--- src/rtl/pll_div_pkg.sv ---
package pll_div_pkg;

  typedef enum logic [1:0] {
    POST_BYPASS = 2'b00,
    POST_HALF   = 2'b01,
    POST_QUART  = 2'b10,
    POST_QUART2 = 2'b11
  } post_sel_e;

  // Ratio of the post-scaler for each select code.
  function automatic logic [2:0] post_ratio(input post_sel_e sel);
    logic [2:0] r;
    case (sel)
      POST_BYPASS: r = 3'd1;
      POST_HALF:   r = 3'd2;
      default:     r = 3'd4;
    endcase
    return r;
  endfunction

endpackage

--- src/rtl/ref_divider.sv ---
module ref_divider #(
  parameter int MOD_MAX = 128,
  localparam int CW     = $clog2(MOD_MAX)
) (
  input  logic          clk,
  input  logic          rst_n,
  input  logic          in_ce,
  input  logic [CW-1:0] mod_m1,
  output logic          pulse
);

  logic [CW-1:0] cnt_q, cnt_d;
  logic          pulse_q, pulse_d;

  always_comb begin
    cnt_d   = cnt_q;
    pulse_d = 1'b0;
    if (in_ce) begin
      if (cnt_q == '0) begin
        cnt_d   = mod_m1;
        pulse_d = 1'b1;
      end else begin
        cnt_d = cnt_q - 1'b1;
      end
    end
  end

  always_ff @(posedge clk or negedge rst_n) begin
    if (!rst_n) begin
      cnt_q   <= '0;
      pulse_q <= 1'b0;
    end else begin
      cnt_q   <= cnt_d;
      pulse_q <= pulse_d;
    end
  end

  assign pulse = pulse_q;

endmodule

--- src/rtl/fb_modulus_decode.sv ---
module fb_modulus_decode #(
  parameter int PRESC = 4,
  parameter int N_MIN = 37,
  parameter int N_MAX = 392,
  localparam int NW   = $clog2(N_MAX + 1),
  localparam int AW   = $clog2(PRESC),
  localparam int MW   = $clog2(N_MAX / PRESC + 1)
) (
  input  logic [NW-1:0] n_req,
  output logic [MW-1:0] m_val,
  output logic [AW-1:0] a_val
);

  logic [NW-1:0] n_lim;

  always_comb begin
    if (n_req < NW'(N_MIN)) begin
      n_lim = NW'(N_MIN);
    end else if (n_req > NW'(N_MAX)) begin
      n_lim = NW'(N_MAX);
    end else begin
      n_lim = n_req;
    end
    m_val = MW'(n_lim >> AW);
    a_val = n_lim[AW-1:0];
  end

endmodule

--- src/rtl/fb_divider.sv ---
module fb_divider #(
  parameter int PRESC = 4,
  parameter int N_MIN = 37,
  parameter int N_MAX = 392,
  localparam int NW   = $clog2(N_MAX + 1),
  localparam int AW   = $clog2(PRESC),
  localparam int MW   = $clog2(N_MAX / PRESC + 1),
  localparam int PCW  = $clog2(PRESC + 1)
) (
  input  logic          clk,
  input  logic          rst_n,
  input  logic          in_ce,
  input  logic [NW-1:0] n_req,
  input  logic          dbl_req,
  output logic          pulse
);

  logic [MW-1:0]  m_new, m_q, m_d, m_sel;
  logic [AW-1:0]  a_new, a_q, a_d, a_sel;
  logic [PCW-1:0] pre_q, pre_d;
  logic [AW-1:0]  sw_q, sw_d, sw_nx;
  logic [MW-1:0]  main_q, main_d;
  logic           dbl_q, dbl_d, half_q, half_d, pulse_q, pulse_d;
  logic           pre_last, main_last, full_end;

  fb_modulus_decode #(
    .PRESC(PRESC), .N_MIN(N_MIN), .N_MAX(N_MAX)
  ) u_dec (
    .n_req(n_req),
    .m_val(m_new),
    .a_val(a_new)
  );

  assign pre_last  = (pre_q == '0);
  assign main_last = (main_q == '0);
  assign full_end  = ~dbl_q | half_q;

  always_comb begin
    pre_d   = pre_q;
    sw_d    = sw_q;
    main_d  = main_q;
    m_d     = m_q;
    a_d     = a_q;
    dbl_d   = dbl_q;
    half_d  = half_q;
    pulse_d = 1'b0;
    a_sel   = a_q;
    m_sel   = m_q;
    sw_nx   = (sw_q != '0) ? sw_q - 1'b1 : '0;
    if (in_ce) begin
      if (!pre_last) begin
        pre_d = pre_q - 1'b1;
      end else if (main_last) begin
        // Terminal count of a full or half period: reload counters.
        if (full_end) begin
          a_sel   = a_new;
          m_sel   = m_new;
          a_d     = a_new;
          m_d     = m_new;
          dbl_d   = dbl_req;
          half_d  = 1'b0;
          pulse_d = 1'b1;
        end else begin
          half_d  = 1'b1;
        end
        sw_d   = a_sel;
        main_d = m_sel - 1'b1;
        pre_d  = (a_sel != '0) ? PCW'(PRESC) : PCW'(PRESC - 1);
      end else begin
        // End of one prescaler cycle inside the period.
        sw_d   = sw_nx;
        main_d = main_q - 1'b1;
        pre_d  = (sw_nx != '0) ? PCW'(PRESC) : PCW'(PRESC - 1);
      end
    end
  end

  always_ff @(posedge clk or negedge rst_n) begin
    if (!rst_n) begin
      pre_q   <= '0;
      sw_q    <= '0;
      main_q  <= '0;
      m_q     <= '0;
      a_q     <= '0;
      dbl_q   <= 1'b0;
      half_q  <= 1'b0;
      pulse_q <= 1'b0;
    end else begin
      pre_q   <= pre_d;
      sw_q    <= sw_d;
      main_q  <= main_d;
      m_q     <= m_d;
      a_q     <= a_d;
      dbl_q   <= dbl_d;
      half_q  <= half_d;
      pulse_q <= pulse_d;
    end
  end

  assign pulse = pulse_q;

endmodule

--- src/rtl/post_scaler.sv ---
module post_scaler
  import pll_div_pkg::*;
(
  input  logic       clk,
  input  logic       rst_n,
  input  logic       in_ce,
  input  logic [1:0] sel,
  output logic       tick
);

  logic [1:0] cnt_q, cnt_d;
  logic       tick_q, tick_d;
  logic [2:0] ratio;

  assign ratio = post_ratio(post_sel_e'(sel));

  always_comb begin
    cnt_d  = cnt_q;
    tick_d = 1'b0;
    if (in_ce) begin
      if (cnt_q == 2'd0) begin
        cnt_d  = 2'(ratio - 3'd1);
        tick_d = 1'b1;
      end else begin
        cnt_d = cnt_q - 1'b1;
      end
    end
  end

  always_ff @(posedge clk or negedge rst_n) begin
    if (!rst_n) begin
      cnt_q  <= '0;
      tick_q <= 1'b0;
    end else begin
      cnt_q  <= cnt_d;
      tick_q <= tick_d;
    end
  end

  assign tick = tick_q;

endmodule

--- src/rtl/pll_div_chain.sv ---
module pll_div_chain #(
  parameter int REF_MAX = 128,
  parameter int PRESC   = 4,
  parameter int FB_MIN  = 37,
  parameter int FB_MAX  = 392,
  localparam int REF_W  = $clog2(REF_MAX),
  localparam int FB_W   = $clog2(FB_MAX + 1)
) (
  input  logic             clk,
  input  logic             rst_n,
  input  logic             ref_ce,
  input  logic             vco_ce,
  input  logic [REF_W-1:0] ref_div_m1,
  input  logic [FB_W-1:0]  fb_div,
  input  logic             fb_double,
  input  logic [1:0]       post_sel,
  output logic             ref_pulse,
  output logic             fb_pulse,
  output logic             post_tick
);

  ref_divider #(.MOD_MAX(REF_MAX)) u_ref (
    .clk   (clk),
    .rst_n (rst_n),
    .in_ce (ref_ce),
    .mod_m1(ref_div_m1),
    .pulse (ref_pulse)
  );

  fb_divider #(.PRESC(PRESC), .N_MIN(FB_MIN), .N_MAX(FB_MAX)) u_fb (
    .clk    (clk),
    .rst_n  (rst_n),
    .in_ce  (vco_ce),
    .n_req  (fb_div),
    .dbl_req(fb_double),
    .pulse  (fb_pulse)
  );

  post_scaler u_post (
    .clk  (clk),
    .rst_n(rst_n),
    .in_ce(vco_ce),
    .sel  (post_sel),
    .tick (post_tick)
  );

endmodule

--- config.mk ---
export PLATFORM = sky130hd
export DESIGN_NAME = pll_div_chain
export DESIGN_NICKNAME = d
export VERILOG_FILES = /design/src/rtl/pll_div_pkg.sv /design/src/rtl/ref_divider.sv /design/src/rtl/fb_modulus_decode.sv /design/src/rtl/fb_divider.sv /design/src/rtl/post_scaler.sv /design/src/rtl/pll_div_chain.sv
export SDC_FILE = /design/constraint.sdc
export NUM_CORES = 1
export LEC_CHECK = 0
export ABC_AREA = 1
export BUFFER_PORTS_ARGS = -buffer_cell sky130_fd_sc_hd__buf_4
export CORE_MARGIN = 2
export CORE_UTILIZATION = 28
export CTS_CLUSTER_SIZE = 24
export DETAILED_ROUTE_END_ITERATION = 7
export GPL_TIMING_DRIVEN = 0
export MAX_ROUTING_LAYER = met4
export PLACE_DENSITY = 0.42
export SETUP_SLACK_MARGIN = 0.05
export SLEW_MARGIN = 20
export SYNTH_ARGS = -nofsm -noshare
export SYNTH_HDL_FRONTEND = slang
export SYNTH_SLANG_ARGS = --single-unit
--- constraint.sdc ---
create_clock -name clk -period 1.9 [get_ports clk]
set_clock_uncertainty 0.1 [all_clocks]
set_input_delay 0.57 -clock clk [delete_from_list [all_inputs] [get_ports clk]]
set_output_delay 0.57 -clock clk [all_outputs]
set_load 0.01 [all_outputs]
# [Word-level counts from Yosys, hierarchy flattened]
# Index checks and enable logic that the tools add are counted.
[word_totals] word_cells=64 out_inout_bits=3 register_bits=35 in_bits=23
[classes] eq_ne=1 n_addsub=7 n_bitwise=2 mux=29 n_reduce_logical=11 n_lt_le_gt_ge=2
[ops] operator="two-way mux 7 bit" n=6
[ops] operator="subtractor 7 x 1 -> 7 bit (second input constant)" n=3
[ops] operator="two-way mux 9 bit" n=2
[ops] operator="logical NOT 7 bit" n=2
[ops] operator="two-way mux 2 bit" n=7
[ops] operator="two-way mux 3 bit" n=4
[ops] operator="> comparator 9 bit (second input constant)" n=1
[ops] operator="< comparator 9 x 6 -> 1 bit (second input constant)" n=1
[ops] operator="two-way mux 1 bit" n=9
[ops] operator="nonzero test 2 bit" n=3
[ops] operator="subtractor 2 x 1 -> 2 bit (second input constant)" n=3
[ops] operator="logical NOT 2 bit" n=2
[ops] operator="one-hot mux 2 bit (2 select lines)" n=1
[ops] operator="AND reduction 4 bit" n=1
[ops] operator="logical NOT 3 bit" n=1
[ops] operator="AND reduction 3 bit" n=1
[ops] operator="subtractor 3 x 1 -> 3 bit (second input constant)" n=1
[ops] operator="== test 2 x 1 -> 1 bit (second input constant)" n=1
[ops] operator="AND reduction 2 bit" n=1
[ops] operator="inverter 1 bit" n=1
[ops] operator="OR 1 bit" n=1

# [Longest topological paths before layout]
[depth] ltp_word=11 depth_mapped=17 ltp_nobuf=17

# [By module]
# From an unflattened synthesis, not the netlist that was laid out.
[hier_totals] cells_unflattened=316 area_unflattened_um2=2264.7
[modules_own_cells] module="fb_divider" area_per_inst_um2=1422.6 seq_area_each_um2=600.6 instances=1 cells_per_inst=183
[modules_own_cells] module="ref_divider" area_per_inst_um2=545.5 seq_area_each_um2=200.2 instances=1 cells_per_inst=77
[modules_own_cells] module="fb_modulus_decode" area_per_inst_um2=165.2 seq_area_each_um2=0.0 instances=1 cells_per_inst=39
[modules_own_cells] module="post_scaler" area_per_inst_um2=131.4 seq_area_each_um2=75.1 instances=1 cells_per_inst=17

# [Least setup slack after synthesis]
# OpenSTA, ideal clock, no wires.
[synth_path] kind="input -> register" startpoint="in fb_div[6]" endpoint="reg u_fb.main_q[6]" path_stages=13 path_slack_ns=-0.013 required_ns=1.683 n_path_buf=0 setup_time_ns=0.117 arrival_ns=1.697 cell_sequence="nor3_1 a21oi_2 nand2_1 nand2_1 nand2_1 nand2_1 inv_1 ha_1 nand3_2 clkinv_1 nand2_1 nand2_1 nand2_1"
[synth_via] elab_chain_len=9 elab_cells_between_ends=10 classes_between="add/sub: 1; order compare: 2; mux: 7"
[synth_rtl] element="start: declaration" line_no="pll_div_chain.sv:14" rtl="input logic [FB_W-1:0] fb_div,"
[synth_rtl] element="> comparator 9 bit" line_no="fb_modulus_decode.sv:19" rtl="end else if (n_req > NW'(N_MAX)) begin"
[synth_rtl] element="two-way mux 9 bit" line_no="fb_modulus_decode.sv:19"
[synth_rtl] element="two-way mux 9 bit *" line_no="fb_modulus_decode.sv:17" rtl="if (n_req < NW'(N_MIN)) begin"
[synth_rtl] element="two-way mux 7 bit *" line_no="fb_divider.sv:55" rtl="if (full_end) begin"
[synth_rtl] element="two-way mux 7 bit *" line_no="fb_divider.sv:53" rtl="end else if (main_last) begin"
[synth_rtl] element="two-way mux 7 bit *" line_no="fb_divider.sv:51" rtl="if (!pre_last) begin"
[synth_rtl] element="two-way mux 7 bit *" line_no="fb_divider.sv:50" rtl="if (in_ce) begin"
[synth_rtl] element="subtractor 7 x 1 -> 7 bit *" line_no="fb_divider.sv:67" rtl="main_d = m_sel - 1'b1;"
[synth_rtl] element="two-way mux 7 bit *" line_no="fb_divider.sv:53"
[synth_rtl] element="end signal: assignment" line_no="fb_divider.sv:91" rtl="main_q <= main_d;"
[synth_rtl] element="end: declaration" line_no="fb_divider.sv:22" rtl="logic [MW-1:0] main_q, main_d;"
# Every way passes the cells marked *; elsewhere a longest branch is shown, timed or not. The select of a mux whose other input is x is not followed.
# A chain may end at the register's enable or synchronous reset.

# [Worst setup path after layout]
[layout_path] startpoint="reg u_fb.main_q[6]" endpoint="reg u_fb.m_q[1]"
[layout_via] elab_chain_len=2
[layout_rtl] element="logical NOT 7 bit" line_no="fb_divider.sv:35" rtl="assign main_last = (main_q == '0);"
[layout_rtl] element="AND reduction 3 bit (no line)"
[layout_rtl] element="end signal: assignment" line_no="fb_divider.sv:92" rtl="m_q <= m_d;"
[layout_rtl] element="end: declaration" line_no="fb_divider.sv:18" rtl="logic [MW-1:0] m_new, m_q, m_d, m_sel;"
# Every way passes these cells.

==> results.txt <==
----------------------------------------------------
[Outcome]
  Outcome ... complete, no violations

[Cells and area]
  Final Instance Area ... 2771 um2
  NumNets Final ... 343
  Layout cells sized above 1 ... 0.3849
  Area of the multi-input gates ... 1097 um2
  Area grow syn2layout ... 38.18%
  Finished Core Util ... 0.4035
  Sequential standard cell area ... 875.8 um2
  Number of filler cells placed in the layout ... 740
  Antenna diodes ... 0

[Synth]
  Synthesis Warnings ... 0
  Async SR Flop Fraction ... 1.000
  Number of flops mapped to enable cells by yosys ... 0
  Sequential share of the synthesized area ... 0.4367
  Count of different cell masters after synthesis ... 34
  Post-synthesis cell count ... 264
  Syn Nets ... 291
  Primary flip-flop cell chosen by synthesis mapping ... dfrtp_1
  Area leader, netlist ... dfrtp_1
  Number of synthesized register bits ... 35
  Post-synth top area share ... 0.4367
  Ranking of synthesized cells by area ... dfrtp_1, nand2_1, inv_1, o21ai_0, nor2_1
  Cell area after synthesis ... 2006 um2
  Avg Inst Size Synth ... 7.597 um2

[Pwr]
  Clock share of power ... 0.191
  Total power consumption of the routed design ... 2.742 mW
  Fraction of power consumed by sequential logic ... 0.402
  Ratio of total power to cell area ... 989.3 nW/um2
  Combinational group share of total power ... 0.406
  Sw Ratio ... 0.3781
  Leak Pwr ... 1.341 nW
  Max rail drop VDD ... 439.0 uV
  Switching pwr ... 1.037 mW
  P_int ... 1.705 mW

[Drt]
  Detailed Route Iter0 Violations ... 64
  Post-route DRC violation count ... 0
  Routed vias ... 1771
  Wire length per cell after detailed routing ... 11.51 um
  Antenna-violating nets left ... 0
  Routed wire length ... 4755 um
  Via-per-instance ratio ... 4.288
  Iteration count of the initial detailed-routing pass ... 4

[STA]
  Final slew viol count ... 0
  Maximum clock frequency ... 0.5412 GHz
  Count of final hold-check violations ... 0
  RSZ-0062 raised after global routing ... yes
  Max-slew headroom ... 0.6825
  Post-route worst setup slack ... 0.05218 ns
  Worst slack on hold paths ... 0.1386 ns
  Count of final setup violators ... 0
  Min Clock Period, post-route ... 1.848 ns
  Share of the cycle needed by the critical path after routing ... 0.9725
  Transition at the pin with the smallest max-transition slack ... 0.4763 ns

[Floorplan]
  Die extent in y ... 88.64 um
  Number of rows created at floorplan ... 30
  # IOs ... 26
  Initial Util ... 0.2920
  Core area ... 6869 um2
  Die ar. ... 7856 um2
  Die boundary width ... 88.64 um

[Global routing]
  GRT Total Usage ... 0.1359
  Via count of the first global-routing pass ... 1680
  Global-route wire length before repair ... 7852 um
  Number of antenna violations at the first check in global routing ... 0
  GRT Residual Overflow ... 0
  Maximum number of pins on one net before global-route repair ... 36

[Worst setup path]
  Crit path capture type ... flip-flop
  Arrival time worst endpoint ... 1.90 ns
  Capture point of the critical path ... u_fb.m_q[1]$_DFFE_PN0P_
  Beginning of the worst register-to-register path ... u_fb.main_q[6]$_DFFE_PN0P_
  Worst Setup Path Type ... reg -> reg
  Type of element launching the critical path ... flip-flop
  Capture point of the worst reg-to-reg path ... u_fb.m_q[1]$_DFFE_PN0P_
  Critical path startpoint ... u_fb.main_q[6]$_DFFE_PN0P_
  R2R depth ... 10
  Critical Path RT ... 1.95 ns
  Worst-path fanout max ... 4
  Reg-to-reg setup timing slack ... 0.05 ns

[Placement]
  Final RePlAce weighted congestion ... 0.7741
  I/O Buffers ... 25
  Worst setup timing slack at the placement stage ... -0.2830 ns
  Placement-stage cell area ... 2336 um2
  Post-DP HPWL ... 3271 um

[Flow run]
  Max-cap violations ... 0

[Clocking]
  H-Tree Level Count ... 2
  CTS Root Buffer Type ... clkbuf_8
  Cts-stage hold buffer count ... 0
  TritonCTS buffer count ... 5
  Clock transition at the register clock pins on the worst setup and hold paths after CTS ... 0.07 ns
  Clock latency at the later pin of the worst-skew pair ... 0.28 ns
  Total number of clock tree sinks ... 35
  Clock tree from TritonCTS ... built
  Maximum number of buffers from clock root to sink ... 2

[Min path]
  Class of the tightest hold or removal check ... in -> async

----------------------------------------------------
==> registers in the layout (all words and copies together) (netlist names) <==
| register | flops |
|---|---|
| u_fb.m_q | 7 |
| u_fb.dbl_q | 1 |
| u_post.cnt_q | 2 |
| u_ref.cnt_q | 7 |
| u_fb.sw_q | 2 |
| u_post.tick | 1 |
| u_ref.pulse | 1 |
| u_fb.main_q | 7 |
| u_fb.half_q | 1 |
| u_fb.pre_q | 3 |
| u_fb.a_q | 2 |
| u_fb.pulse | 1 |
==> per-layer routing <==
| layer | share of wire | wire [um] | vias to the layer above | global-route usage |
|---|---|---|---|---|
| li1 | - | - | 944 | - |
| met1 | 0.50 | 2360 | 803 | 0.1755 |
| met2 | 0.47 | 2212 | 22 | 0.2130 |
| met3 | 0.030 | 144 | 2 | 0.02985 |
| met4 | 0.0080 | 38 | 0 | 0.04132 |
| met5 | 0 | 0 | - | - |
==> through the flow <==
| stage | setup TNS [ns] | instances |
|---|---|---|
| global route | -0.1439 | 413 |
| floorplan | 0 | 264 |
| CTS | -0.1130 | 399 |
| finish | 0 | 413 |
| global placement | -1.659 | 385 |
| detailed placement | -1.511 | 385 |
==> logic make-up after synthesis <==
group / Yosys count / synth area share
AOI/OAI and AO/OA: 49 / 0.1485
xor gates and xnor gates: 3 / 0.01310
adders and majority gates: 4 / 0.02495
buffers and inverters: 52 / 0.1029
DFF: 35 / 0.4367
and+or+nand+nor: 121 / 0.2739
==> how the worst min path moves through the flow <==
stage          cells past startpoint                          to  slack, ns                   startpoint
3_5_place_dp                       1       u_post.tick$_DFF_PN0_       0.35  u_post.cnt_q[0]$_DFFE_PN0P_
5_1_grt                            1  u_fb.main_q[6]$_DFFE_PN0P_       0.17                        rst_n
4_1_cts                            1     u_fb.m_q[6]$_DFFE_PN0P_       0.16                        rst_n
2_1_floorplan                      0     u_fb.a_q[0]$_DFFE_PN0P_       0.17                        rst_n
3_3_place_gp                       1       u_post.tick$_DFF_PN0_       0.36  u_post.cnt_q[0]$_DFFE_PN0P_
6_report                           1     u_fb.m_q[4]$_DFFE_PN0P_       0.14                        rst_n
==> area by class of cell <==
class | count | share of cell area
multi-input cells | 177 | 0.3959
flip-flops and latches | 35 | 0.3160
repair buffers | 45 | 0.1354
inverters | 50 | 0.07314
well taps | 96 | 0.04334
clock buffers | 7 | 0.02754
plain buffers | 2 | 0.006772
clock inverters | 1 | 0.001806
==> placed cells by master, fill, tap and decap left out, types with 2 or more instances in the layout <==
master    count
nand2_1      50
buf_4        37
dfrtp_1      35
inv_1        30
nand2_2      20
o21ai_0      19
nor2_1       17
inv_2        15
buf_6         9
nor2_4        8
nand3_1       8
o21ai_1       6
a21oi_1       6
clkbuf_8      5
inv_4         4
nand4_1       3
nor3_1        3
o211ai_1      3
o22ai_1       3
a21oi_4       2
a21oi_2       2
nand2_4       2
nor3_2        2
xnor2_1       2
nand3_2       2
nor2_2        2
o31ai_1       2
ha_4          2
clkbuf_1      2
==> synthesized netlist by cell type (2+ instances only) <==
library cell,instances
o211ai_1,3
xnor2_1,2
inv_2,6
nand3_1,10
nand4_1,3
inv_1,42
a21oi_1,7
o21ai_1,2
o31ai_1,3
o21ai_0,24
o22ai_1,3
nor2_2,3
nor2_4,4
dfrtp_1,35
a21oi_2,2
nand2_2,3
nor2_1,20
nor3_1,5
nand2_1,69
ha_1,4
==> repair_timing <==
action,4_1_cts,5_1_grt
pin swaps,7,27
buffers inserted,6,14
resized for setup,13,60
setup endpoints to repair,23,28
==> worst max-delay path, stage by stage, from the launching register on <==
cell and delay (ns):
dfrtp_1 0.39, nor3_2 0.22, nand4_1 0.14, buf_4 0.19, buf_6 0.12, nor2_4 0.12
inv_4 0.07, nor2_4 0.15, inv_2 0.08, nand2_1 0.06, o21ai_0 0.09
==> power by group through the flow <==
stage / combinational, mW / sequential (mW) / clock [mW]
after floorplan: 0.701 / 1.08 / 0
after global placement: 0.904 / 1.10 / 0
after detailed placement: 0.909 / 1.10 / 0
after CTS: 0.991 / 1.10 / 0.552
after global routing: 1.30 / 1.13 / 0.598
final: 1.11 / 1.10 / 0.524
Power figures use the tool's default switching activity.
